### src/rtl/hdspi_pkg.sv
package hdspi_pkg;
    typedef enum logic {
        DIR_READ  = 1'b0,
        DIR_WRITE = 1'b1
    } dir_e;
endpackage

### src/rtl/hdspi_prescale.sv
module hdspi_prescale #(
    parameter int DIV = 50
) (
    input  logic clk,
    input  logic rst_n,
    input  logic run,
    output logic tick
);
    generate
        if (DIV <= 1) begin : g_pass
            assign tick = run;
        end else begin : g_count
            localparam int PW = $clog2(DIV);
            localparam logic [PW-1:0] LAST = PW'(DIV - 1);
            logic [PW-1:0] pre_d, pre_q;

            always_comb begin
                if (!run)
                    pre_d = '0;
                else if (pre_q == LAST)
                    pre_d = '0;
                else
                    pre_d = pre_q + PW'(1);
            end

            always_ff @(posedge clk or negedge rst_n) begin
                if (!rst_n) pre_q <= '0;
                else        pre_q <= pre_d;
            end

            assign tick = run && (pre_q == LAST);
        end
    endgenerate
endmodule

### src/rtl/hdspi_halftimer.sv
module hdspi_halftimer #(
    parameter int CW = 8
) (
    input  logic          clk,
    input  logic          rst_n,
    input  logic          run,
    input  logic          tick,
    input  logic [CW-1:0] limit,
    output logic          expire
);
    logic [CW-1:0] tmr_d, tmr_q;
    logic          at_end;

    assign at_end = (tmr_q == limit - CW'(1));

    always_comb begin
        if (!run)
            tmr_d = '0;
        else if (tick)
            tmr_d = at_end ? '0 : tmr_q + CW'(1);
        else
            tmr_d = tmr_q;
    end

    always_ff @(posedge clk or negedge rst_n) begin
        if (!rst_n) tmr_q <= '0;
        else        tmr_q <= tmr_d;
    end

    assign expire = run && tick && at_end;

    // the count never passes the captured half-period limit
    assert_timer_in_range_R3: assert property (@(posedge clk) disable iff (!rst_n)
        run |-> (tmr_q < limit));
endmodule

### src/rtl/hdspi_master.sv
module hdspi_master
    import hdspi_pkg::*;
#(
    parameter int DATA_W   = 8,
    parameter int HALF_W   = 8,
    parameter int TICK_DIV = 50
) (
    input  logic              clk,
    input  logic              rst_n,
    input  logic              start,
    input  logic              dir_wr,
    input  logic [HALF_W-1:0] half_cnt,
    input  logic [DATA_W-1:0] wdata,
    output logic [DATA_W-1:0] rdata,
    output logic              done,
    output logic              cs_n,
    output logic              sck,
    output logic              sdo,
    input  logic              sdi,
    output logic              sdir
);
    localparam int EDGES = 2 * DATA_W;
    localparam int EW    = $clog2(EDGES + 1);
    localparam logic [EW-1:0] LAST_EDGE = EW'(EDGES);

    typedef struct packed {
        logic              busy;
        dir_e              dir;
        logic              sck;
        logic              samp;
        logic              done;
        logic [EW-1:0]     edges;
        logic [HALF_W-1:0] limit;
        logic [DATA_W-1:0] sh;
        logic [DATA_W-1:0] rdata;
    } reg_t;

    reg_t r_d, r_q;
    logic tick, expire;

    hdspi_prescale #(.DIV(TICK_DIV)) i_prescale (
        .clk   (clk),
        .rst_n (rst_n),
        .run   (r_q.busy),
        .tick  (tick)
    );

    hdspi_halftimer #(.CW(HALF_W)) i_halftimer (
        .clk    (clk),
        .rst_n  (rst_n),
        .run    (r_q.busy),
        .tick   (tick),
        .limit  (r_q.limit),
        .expire (expire)
    );

    always_comb begin
        r_d      = r_q;
        r_d.done = 1'b0;
        if (!r_q.busy) begin
            if (start) begin
                r_d.busy  = 1'b1;
                r_d.dir   = dir_e'(dir_wr);
                r_d.limit = (half_cnt == '0) ? HALF_W'(1) : half_cnt;
                r_d.sh    = wdata;
                r_d.samp  = 1'b0;
                r_d.sck   = 1'b0;
                r_d.edges = '0;
            end
        end else if (expire) begin
            if (r_q.edges == LAST_EDGE) begin
                r_d.busy = 1'b0;
                r_d.done = 1'b1;
                if (r_q.dir == DIR_READ)
                    r_d.rdata = r_q.sh;
            end else begin
                r_d.edges = r_q.edges + EW'(1);
                if (!r_q.sck) begin
                    r_d.sck = 1'b1;
                    if (r_q.dir == DIR_READ)
                        r_d.samp = sdi;
                end else begin
                    r_d.sck = 1'b0;
                    r_d.sh  = {r_q.sh[DATA_W-2:0], r_q.samp};
                end
            end
        end
    end

    always_ff @(posedge clk or negedge rst_n) begin
        if (!rst_n) r_q <= '0;
        else        r_q <= r_d;
    end

    assign cs_n  = ~r_q.busy;
    assign sck   = r_q.sck;
    assign sdo   = r_q.busy && (r_q.dir == DIR_WRITE) && r_q.sh[DATA_W-1];
    assign sdir  = r_q.dir;
    assign rdata = r_q.rdata;
    assign done  = r_q.done;

    assert_sck_idle_low_R3: assert property (@(posedge clk) disable iff (!rst_n)
        cs_n |-> !sck);

    assert_done_with_release_R6: assert property (@(posedge clk) disable iff (!rst_n)
        done |-> $rose(cs_n));

    assert_sdir_held_R8: assert property (@(posedge clk) disable iff (!rst_n)
        (!cs_n && $past(!cs_n)) |-> $stable(sdir));

    assert_sdo_moves_on_fall_R4: assert property (@(posedge clk) disable iff (!rst_n)
        (!cs_n && $past(!cs_n) && !$fell(sck)) |-> $stable(sdo));

    assert_read_sdo_quiet_R9: assert property (@(posedge clk) disable iff (!rst_n)
        (!cs_n && !sdir) |-> !sdo);
endmodule

### config.mk
export PLATFORM = sky130hd
export DESIGN_NAME = hdspi_master
export DESIGN_NICKNAME = d
export VERILOG_FILES = /design/src/rtl/hdspi_pkg.sv /design/src/rtl/hdspi_prescale.sv /design/src/rtl/hdspi_halftimer.sv /design/src/rtl/hdspi_master.sv
export SDC_FILE = /design/constraint.sdc
export NUM_CORES = 1
export LEC_CHECK = 0
export ABC_AREA = 0
export BUFFER_PORTS_ARGS = -buffer_cell sky130_fd_sc_hd__clkbuf_2
export CORE_ASPECT_RATIO = 0.8
export CORE_MARGIN = 2
export CORE_UTILIZATION = 35
export DETAILED_ROUTE_END_ITERATION = 10
export GPL_TIMING_DRIVEN = 0
export PLACE_DENSITY = 0.53
export SLEW_MARGIN = 20
export SYNTH_ARGS = -nofsm -noshare
export SYNTH_HDL_FRONTEND = slang
export SYNTH_SLANG_ARGS = --single-unit
### constraint.sdc
create_clock -name clk -period 2.6 [get_ports clk]
set_clock_uncertainty 0.1 [all_clocks]
set_input_delay 0.52 -clock clk [delete_from_list [all_inputs] [get_ports clk]]
set_output_delay 0.52 -clock clk [all_outputs]
set_load 0.02 [all_outputs]
==> run summary, run 1 <==
Tot GR Track Use: 0.163
Tcrit/Tclk final: 0.991
Setup WS post-layout: 0.0230 ns
Antenna Nets Post-Route: 0
worst path cell trace: inv_2 -> ha_4 -> or3b_4 -> a211oi_2 -> o211ai_2 -> buf_4 -> a2111oi_4 -> nand2_4 -> mux2_4
DR iter-0 viols: 68
post-synth top area share: 0.461
CTS Root Cell: clkbuf_8
register area: 1200 sq um
Die ar.: 8150 sq um
Area Overhead vs Synth: 21.2%
Worst-Skew Late Latency: 0.30 ns
worst reg-to-reg path cell count: 9
Post-route DRC: 0
final hold slack: 0.163 ns
CTS tree: built
Synth async-reset ratio: 1.00
Hold Path Class: in2async
flops & latches, synth: 48
Multi-input gate area: 1360 sq um
DRT Pass-1 Iters: 4
Fin. Hold Viols: 0
Main synth FF type: dfrtp_1
DIE HEIGHT: 81.1 um
Post-CTS Hold Buffers: 0
number of flops mapped to enable cells by yosys: 0
count leader, synth: dfrtp_1
initial antenna violation count: 0
post-route design area: 3160 sq um
pin count of the biggest net entering global routing: 49
vias in the first global route: 2065
placed instance area: 2880 sq um
CP Max Fanout: 8
Crit path largest cell delay: 0.41 ns
GR Overflow Total: 0
Clock Pin Slew Worst Setup and Hold Paths: 0.09 ns
Slew Limit Fails: 0
Synthesized Nets: 283
Core Area: 7290 sq um
H-tree depth: 2
clock period minus worst slack: 2.58 ns
startpoint types: flip-flop
share of layout cells above drive strength 1: 0.350
worst slack, placed: -0.356 ns
CTS Sinks: 48
Num CTS Buffers: 5
Mean Syn Cell Area: 10.2 sq um
synth top area cells: dfrtp_1 46%, nand2_1 4.5%, mux2_2 4.3%, nor2_1 4.2%, o221a_2 3.5%
first-pass GRT wire length: 10300 um
status: complete, no violations
routed wire length: 6110 um
relative slew slack: 0.542
setup_tns: 0 ns
Required @ worst endpoint: 2.69 ns
DR WL/cell: 15.4 um
Setup CP Type: reg2reg
fill count: 732
Crit-path slowest cell: dfrtp_1
number of port buffers: 33
Distinct cells, synth: 50
pwr/cell area: 598 nW/um^2
cells after synthesis: 256
setup slack, reg-to-reg: 0.02 ns
Critical Path End Type: flip-flop
vias post-DR: 2068
Lkg Pwr: 1.48 nW
CP arrival: 2.66 ns
largest area contributor in the netlist: dfrtp_1
Mapped Area: 2600 sq um
Worst Tran Pin Value: 0.688 ns
IO Count: 34
DP HPWL: 4310 um
Achievable Freq: 388 MHz
row cnt: 28
register area share after synthesis: 0.461
# diodes: 0
Final nets: 332
RSZ-0062 raised after global routing: true
max cap viols: 0
Setup-failing EPs final: 0
VDD IR-drop max: 0.000268 V
Post-synth top cells: 48 x dfrtp_1, 31 x nand2_1, 29 x nor2_1
Synthesis Warnings: 0
overall die width: 100 um
clock buffer depth: 2
Vias/cell: 5.22
Starting Density: 0.357
routability cong.: 0.755
==> power breakdown <==
part,internal (mW),total (mW),switching (mW)
sequential,0.839,0.950,0.110
combinational,0.199,0.399,0.200
clock,0.286,0.539,0.253
==> state kept, by name, indices dropped and copies added (netlist names) <==
register	cells
sck	1
done	1
rdata	8
i_halftimer.tmr_q	8
i_prescale.g_count.pre_q	6
sdir	1
r_q	23
==> per-layer routing <==
metal	track usage	routed length, um	vias to the layer above
li1	-	-	1007
met1	0.236	3220	1024
met2	0.245	2620	28
met3	0.0310	166	9
met4	0.0589	95	0
met5	0	0	-
==> cell families (layout without fill, tap and decap cells) <==
group           after synthesis  after routing  share of synthesized area
fa+ha+maj                     6              6                     0.0288
simple gates                103            103                      0.198
xor+xnor                     13             13                     0.0437
mux                          11             11                     0.0471
buf+inv                      23             73                     0.0538
flops                        48             48                      0.461
compound gates               52             52                      0.167
==> cells in the final DEF, fill, tap and decap left out, types with 3 or more instances in the layout <==
| master | n |
|---|---|
| clkbuf_1 | 3 |
| dfrtp_1 | 47 |
| xor2_1 | 7 |
| nand4_1 | 4 |
| nand3_1 | 12 |
| clkbuf_2 | 32 |
| o221a_4 | 4 |
| buf_4 | 20 |
| o221a_2 | 4 |
| ha_1 | 5 |
| nor2_1 | 28 |
| and3_1 | 6 |
| xnor2_1 | 6 |
| a22o_1 | 5 |
| clkbuf_8 | 5 |
| o21ai_0 | 7 |
| nor3_1 | 4 |
| inv_1 | 6 |
| mux2_2 | 9 |
| o21ai_1 | 5 |
| nand2_1 | 31 |
| a21oi_1 | 4 |
==> worst max-delay path: cells and delay by family (launching register included) <==
family / cells / cell delay (ns)
compound gates: 3 / 0.66
fa+ha+maj: 1 / 0.13
buf+inv: 2 / 0.27
flops: 1 / 0.41
mux: 1 / 0.33
simple gates: 2 / 0.56
==> per-stage QoR <==
stage	util	cells	total power [mW]
2_1_floorplan	-	256	1.19
3_3_place_gp	0.395	379	1.30
3_5_place_dp	0.396	379	1.31
4_1_cts	0.422	394	1.89
5_1_grt	0.433	396	2.01
6_report	0.433	396	1.89
==> worst paths after layout <==
| path | start | endpoint |
|---|---|---|
| max | r_q[17]$_DFFE_PN0P_ | rdata[2]$_DFFE_PN0P_ |
| min | rst_n | rdata[5]$_DFFE_PN0P_ |
| min in group clk | dir_wr | sdir$_DFFE_PN0P_ |
| max reg2reg | r_q[17]$_DFFE_PN0P_ | rdata[2]$_DFFE_PN0P_ |
| max in group asynchronous | rst_n | r_q[16]$_DFFE_PN0P_ |
| min reg2reg | i_prescale.g_count.pre_q[0]$_DFF_PN0_ | i_prescale.g_count.pre_q[0]$_DFF_PN0_ |
==> area by class of cell <==
type                            instances  area share
Buffer                                 14      0.0333
Timing Repair Buffer                   43      0.0769
Clock buffer                            6      0.0230
Clock inverter                          2      0.0111
Inverter                                8     0.00952
Sequential cell                        48       0.381
Multi-Input combinational cell        185       0.429
Tap cell                               90      0.0357
==> what timing repair did <==
| item | 4_1_cts | 5_1_grt |
|---|---|---|
| pin swaps | 8 | 6 |
| endpoints found under the setup margin | 32 | 24 |
| setup buffers | 8 | 2 |
| gates resized for setup | 9 | 16 |
Note: power is estimated with default switching activity, not from simulation.
==> run 2, diff against run 1 <==
- REMOVE_ABC_BUFFERS: not set -> 1
==> run summary, run 2 (synthesized netlist as in run 1, its figures left out) <==
Lkg Pwr: 1.42 nW (-4.2%)
Achievable Freq: 387 MHz (-0.15%)
Vias/cell: 5.29 (+1.2%)
commonest non-fill, non-tap cells in the layout: 47 x dfrtp_1, 32 x clkbuf_2, 31 x nand2_1, 28 x nor2_1
startpoint types: flip-flop
CTS Sinks: 48 (unchanged)
Largest register FFs: 23 (unchanged)
Post-CTS Hold Buffers: 0 (unchanged)
Tot GR Track Use: 0.150 (-0.0133)
met2 GRT Util: 0.230 (-0.0154)
setup slack, reg-to-reg: 0.02 ns (about the same)
IO Count: 34 (unchanged)
initial antenna violation count: 0 (unchanged)
status: complete, no violations
share of layout cells above drive strength 1: 0.333 (-0.0163)
overall die width: 100 um (unchanged)
Final nets: 321 (-3.3%)
clock period minus worst slack: 2.58 ns (+0.00394 ns)
CP Max Fanout: 6 (-2)
Setup-failing EPs final: 0 (unchanged)
Multi-input gate area: 1390 sq um (+2.4%)
reg-to-reg critical path endpoint: r_q[9]$_DFFE_PN0P_
Critical Path End Type: flip-flop
H-tree depth: 2 (unchanged)
pwr/cell area: 578 nW/um^2 (-3.4%)
DIE HEIGHT: 81.1 um (unchanged)
GR Layer Usage met3: 0.0267 (-0.00430)
GR Overflow Total: 0 (unchanged)
CTS Root Cell: clkbuf_8
Most flops, register: r_q
Tot Pwr: 1.78 mW (-5.6%)
Fin. Hold Viols: 0 (unchanged)
DR iter-0 viols: 105 (+54%)
Top Usage Layer GRT: met2
routed wire length: 5800 um (-5.1%)
Setup WS post-layout: 0.0191 ns (-0.00394 ns)
# diodes: 0 (unchanged)
Num CTS Buffers: 5 (unchanged)
Hold Path Class: in2async
Layout Utilization: 0.423 (-0.00996)
Setup CP Type: reg2reg
DP HPWL: 3950 um (-8.3%)
worst reg-to-reg path cell count: 9 (unchanged)
reg2reg start: r_q[17]$_DFFE_PN0P_
Worst Tran Pin Value: 0.709 ns (+0.0214 ns)
row cnt: 28 (unchanged)
GRT met1 Usage: 0.216 (-0.0193)
clock buffer depth: 2 (unchanged)
first-pass GRT wire length: 9690 um (-5.8%)
register area: 1200 sq um (unchanged)
pin count of the biggest net entering global routing: 49 (unchanged)
CP arrival: 2.72 ns (+0.06 ns)
max cap viols: 0 (unchanged)
RSZ-0062 raised after global routing: true
final hold slack: 0.171 ns (+0.00732 ns)
worst slack, placed: -0.390 ns (-0.0334 ns)
Slew Limit Fails: 0 (unchanged)
Tcrit/Tclk final: 0.993 (+0.00152)
Worst-Skew Late Latency: 0.30 ns (about the same)
Starting Density: 0.357 (unchanged)
fill count: 738 (+0.82%)
routability cong.: 0.732 (-3.2%)
Die ar.: 8150 sq um (unchanged)
Required @ worst endpoint: 2.74 ns (+0.05 ns)
Core Area: 7290 sq um (unchanged)
Area Overhead vs Synth: 18.4%
number of port buffers: 33 (unchanged)
most common cell after layout, fill and taps aside: dfrtp_1
relative slew slack: 0.526 (-0.0154)
Post-route DRC: 0 (unchanged)
VDD IR-drop max: 0.000218 V (-19%)
Clock Pin Slew Worst Setup and Hold Paths: 0.09 ns (about the same)
vias post-DR: 2030 (-1.8%)
DRT Pass-1 Iters: 4 (unchanged)
Antenna Nets Post-Route: 0 (unchanged)
DR WL/cell: 15.1 um (-2.2%)
CTS tree: built
setup_tns: 0 ns (unchanged)
vias in the first global route: 1927 (-6.7%)
==> run 2: cell count changes in the layout (fill, tap and decap cells not counted), sizes merged <==
cell | previous run | this run
buf | 22 | 13
bufinv | 1 | 0
clkbuf | 41 | 38
clkinvlp | 0 | 1
==> run 2: layer usage <==
metal / vias to the layer above / share of wire
li1: 988 / -
met1: 1003 / 0.52
met2: 31 / 0.44
met3: 8 / 0.028
met4: 0 / 0.016
met5: - / 0
==> run 2: how the worst max path moves through the flow <==
stage | to | slack (ns) | from
2_1_floorplan | r_q[10]$_DFFE_PN0P_ | -0.06 | r_q[16]$_DFFE_PN0P_
3_3_place_gp | r_q[10]$_DFFE_PN0P_ | -0.42 | r_q[16]$_DFFE_PN0P_
3_5_place_dp | r_q[9]$_DFFE_PN0P_ | -0.39 | r_q[16]$_DFFE_PN0P_
4_1_cts | r_q[27]$_DFFE_PN0P_ | 0.01 | r_q[16]$_DFFE_PN0P_
5_1_grt | r_q[9]$_DFFE_PN0P_ | -0.11 | r_q[17]$_DFFE_PN0P_
6_report | r_q[9]$_DFFE_PN0P_ | 0.02 | r_q[17]$_DFFE_PN0P_
==> run 2: where the power goes <==
group / switching, mW / internal, mW / leakage (nW)
Combinational: 0.200 / 0.204 / 0.770
Sequential: 0.112 / 0.839 / 0.610
Clock: 0.243 / 0.183 / 0.0400
==> run 2: final cells by class <==
type | count | area share
Multi-Input combinational cell | 185 | 0.450
Sequential cell | 48 | 0.390
Timing Repair Buffer | 46 | 0.0873
Tap cell | 90 | 0.0365
Clock buffer | 5 | 0.0223
Inverter | 8 | 0.00974
Clock inverter | 2 | 0.00406
==> run 2: worst max-delay path, stage by stage (launching register included) <==
cell and delay (ns):
dfrtp_1 0.40, inv_2 0.08, ha_4 0.13, or3b_4 0.38, a211oi_2 0.24, o211ai_2 0.20, a211o_4 0.39, buf_4 0.15
o21ai_0 0.22, o221a_4 0.23
==> run 2: repair_timing <==
action,in CTS,in global routing
hold endpoints to repair,0,0
gates resized for setup,7,21
buffers inserted,9,3
cloned,0,0
setup endpoints to repair,32,29
pin swaps,5,17
==> run 2: metrics by stage <==
step	cell area, sq um	cells
after floorplan	2490	241
after global placement	2770	364
after detailed placement	2790	365
after CTS	2960	381
after global routing	3080	384
final	3080	384
==> run 3, diff against run 2 <==
- BUFFER_PORTS_ARGS: -buffer_cell sky130_fd_sc_hd__clkbuf_2 -> -buffer_cell sky130_fd_sc_hd__buf_2
- CORE_UTILIZATION: 35 -> 39
- PLACE_DENSITY: 0.53 -> 0.58
==> run summary, run 3 (synthesized netlist as in run 1, its figures left out) <==
Required @ worst endpoint: 2.69 ns (-0.05 ns)
# diodes: 0 (unchanged)
DR WL/cell: 14.9 um (-0.99%)
Setup-failing EPs final: 0 (unchanged)
reg-to-reg critical path endpoint: r_q[14]$_DFFE_PN0P_
Achievable Freq: 391 MHz (+1.0%)
Setup CP Type: reg2reg
Psw: 555 uW (-0.12%)
Post-CTS Hold Buffers: 0 (unchanged)
max cap viols: 0 (unchanged)
Area Overhead vs Synth: 18.4% (unchanged)
dpl cells: 359 (-1.6%)
most common cell after layout, fill and taps aside: dfrtp_1
vias in the first global route: 1968 (+2.1%)
IO Count: 34 (unchanged)
Most flops, register: r_q
Seq pwr share: 0.479 (-0.055)
Fin. Hold Viols: 0 (unchanged)
switching portion of total power: 0.281 (-0.0306)
reg2reg start: r_q[16]$_DFFE_PN0P_
Core Area: 6410 sq um (-12%)
Lkg Pwr: 1.45 nW (+2.0%)
routability cong.: 0.813 (+11%)
Num CTS Buffers: 5 (unchanged)
DR iter-0 viols: 124 (+18%)
clock buffer depth: 2 (unchanged)
Final nets: 323 (+0.62%)
Starting Density: 0.406 (+0.0490)
vias post-DR: 2036 (+0.30%)
CP arrival: 2.64 ns (-0.08 ns)
Die ar.: 7350 sq um (-9.8%)
Critical Path End Type: flip-flop
setup_tns: 0 ns (unchanged)
Tcrit/Tclk final: 0.983 (-0.00982)
Hold Path Class: in2async
Antenna Nets Post-Route: 0 (unchanged)
fill count: 590 (-20%)
commonest non-fill, non-tap cells in the layout: 47 x dfrtp_1, 32 x buf_2, 31 x nand2_1, 26 x nor2_1, 15 x buf_4
pin count of the biggest net entering global routing: 49 (unchanged)
routed wire length: 5680 um (-2.0%)
Clock Pin Slew Worst Setup and Hold Paths: 0.09 ns (about the same)
relative slew slack: 0.592 (+0.0659)
first-pass GRT wire length: 9700 um (about the same)
clock period minus worst slack: 2.56 ns (-0.0255 ns)
startpoint types: flip-flop
Comb power frac: 0.206 (-0.021)
setup slack, reg-to-reg: 0.04 ns (+0.03 ns)
Worst Tran Pin Value: 0.612 ns (-0.0971 ns)
Worst-Skew Late Latency: 0.30 ns (about the same)
CTS Root Cell: clkbuf_8
CTS tree: built
VDD IR-drop max: 0.000245 V (+13%)
Tot GR Track Use: 0.170 (+0.0204)
share of layout cells above drive strength 1: 0.334 (+0.00113)
GR Overflow Total: 0 (unchanged)
Post-route DRC: 0 (unchanged)
DRT Pass-1 Iters: 4 (unchanged)
RSZ-0062 raised after global routing: true
Slew Limit Fails: 0 (unchanged)
Worst Setup SP: r_q[16]$_DFFE_PN0P_
Vias/cell: 5.36 (+1.4%)
worst reg-to-reg path cell count: 7 (-2)
number of port buffers: 33 (unchanged)
status: complete, no violations
Clk pwr share: 0.315 (+0.076)
Cell Int Power: 1.42 mW (+16%)
H-tree depth: 2 (unchanged)
non-filler cells, final: 380 (-1.0%)
initial antenna violation count: 0 (unchanged)
DIE HEIGHT: 77.1 um (-5.0%)
row cnt: 26 (-7.1%)
pwr/cell area: 640 nW/um^2 (+11%)
CTS Sinks: 48 (unchanged)
overall die width: 95.4 um (-5.1%)
CP Max Fanout: 8 (+2)
Largest register FFs: 23 (unchanged)
DP HPWL: 3980 um (+0.59%)
run 3: repair_timing:
action | CTS | global route
setup buffers | 7 | 7
setup endpoints to repair | 31 | 27
pin swaps | 11 | 6
resized for setup | 10 | 9
run 3: worst max-delay path: stages (launching register included):
cell	delay [ns]
dfrtp_2	0.42
buf_4	0.16
nor3_4	0.17
nand2_1	0.09
or4_4	0.55
a211o_4	0.40
or2_4	0.29
o221a_2	0.26
run 3: layer usage:
metal | part of all wire | GRT usage
met2 | 0.44 | 0.243
met5 | 0 | 0
met3 | 0.034 | 0.0432
met1 | 0.52 | 0.251
met4 | 0.014 | 0.0551
run 3: area by class of cell:
| type | count | area (sq um) | area share |
|---|---|---|---|
| clock buffers | 5 | 68.8 | 0.0223 |
| clock inverters | 2 | 60.1 | 0.0195 |
| inverters | 8 | 30.0 | 0.00974 |
| multi-input cells | 185 | 1330 | 0.431 |
| flip-flops and latches | 48 | 1200 | 0.390 |
| well taps | 84 | 105 | 0.0341 |
| repair buffers | 48 | 288 | 0.0933 |
run 3: how the worst max path moves through the flow:
stage / endpoint / slack (ns)
after floorplan: r_q[10]$_DFFE_PN0P_ / -0.06
after global placement: r_q[14]$_DFFE_PN0P_ / -0.42
after detailed placement: r_q[14]$_DFFE_PN0P_ / -0.42
after CTS: i_halftimer.tmr_q[6]$_DFFE_PN0P_ / 0.001
after global routing: rdata[1]$_DFFE_PN0P_ / -0.05
final: r_q[14]$_DFFE_PN0P_ / 0.04
run 3: power groups by stage:
stage	Combinational, mW	Clock, mW	Sequential (mW)
2_1_floorplan	0.258	0	0.936
3_3_place_gp	0.327	0	0.962
3_5_place_dp	0.341	0	0.962
4_1_cts	0.380	0.642	0.944
5_1_grt	0.462	0.683	0.961
6_report	0.406	0.621	0.945
run 3: stage by stage:
stage | total power, mW | hold WS, ns | setup slack [ns] | util | area (sq um)
floorplan | 1.19 | 0.124 | -0.0625 | - | 2490
global placement | 1.29 | 0.375 | -0.424 | 0.431 | 2760
detailed placement | 1.30 | 0.387 | -0.418 | 0.434 | 2780
CTS | 1.97 | 0.302 | 0.00124 | 0.468 | 3000
global route | 2.11 | 0.158 | -0.0517 | 0.481 | 3080
finish | 1.97 | 0.120 | 0.0446 | 0.481 | 3080
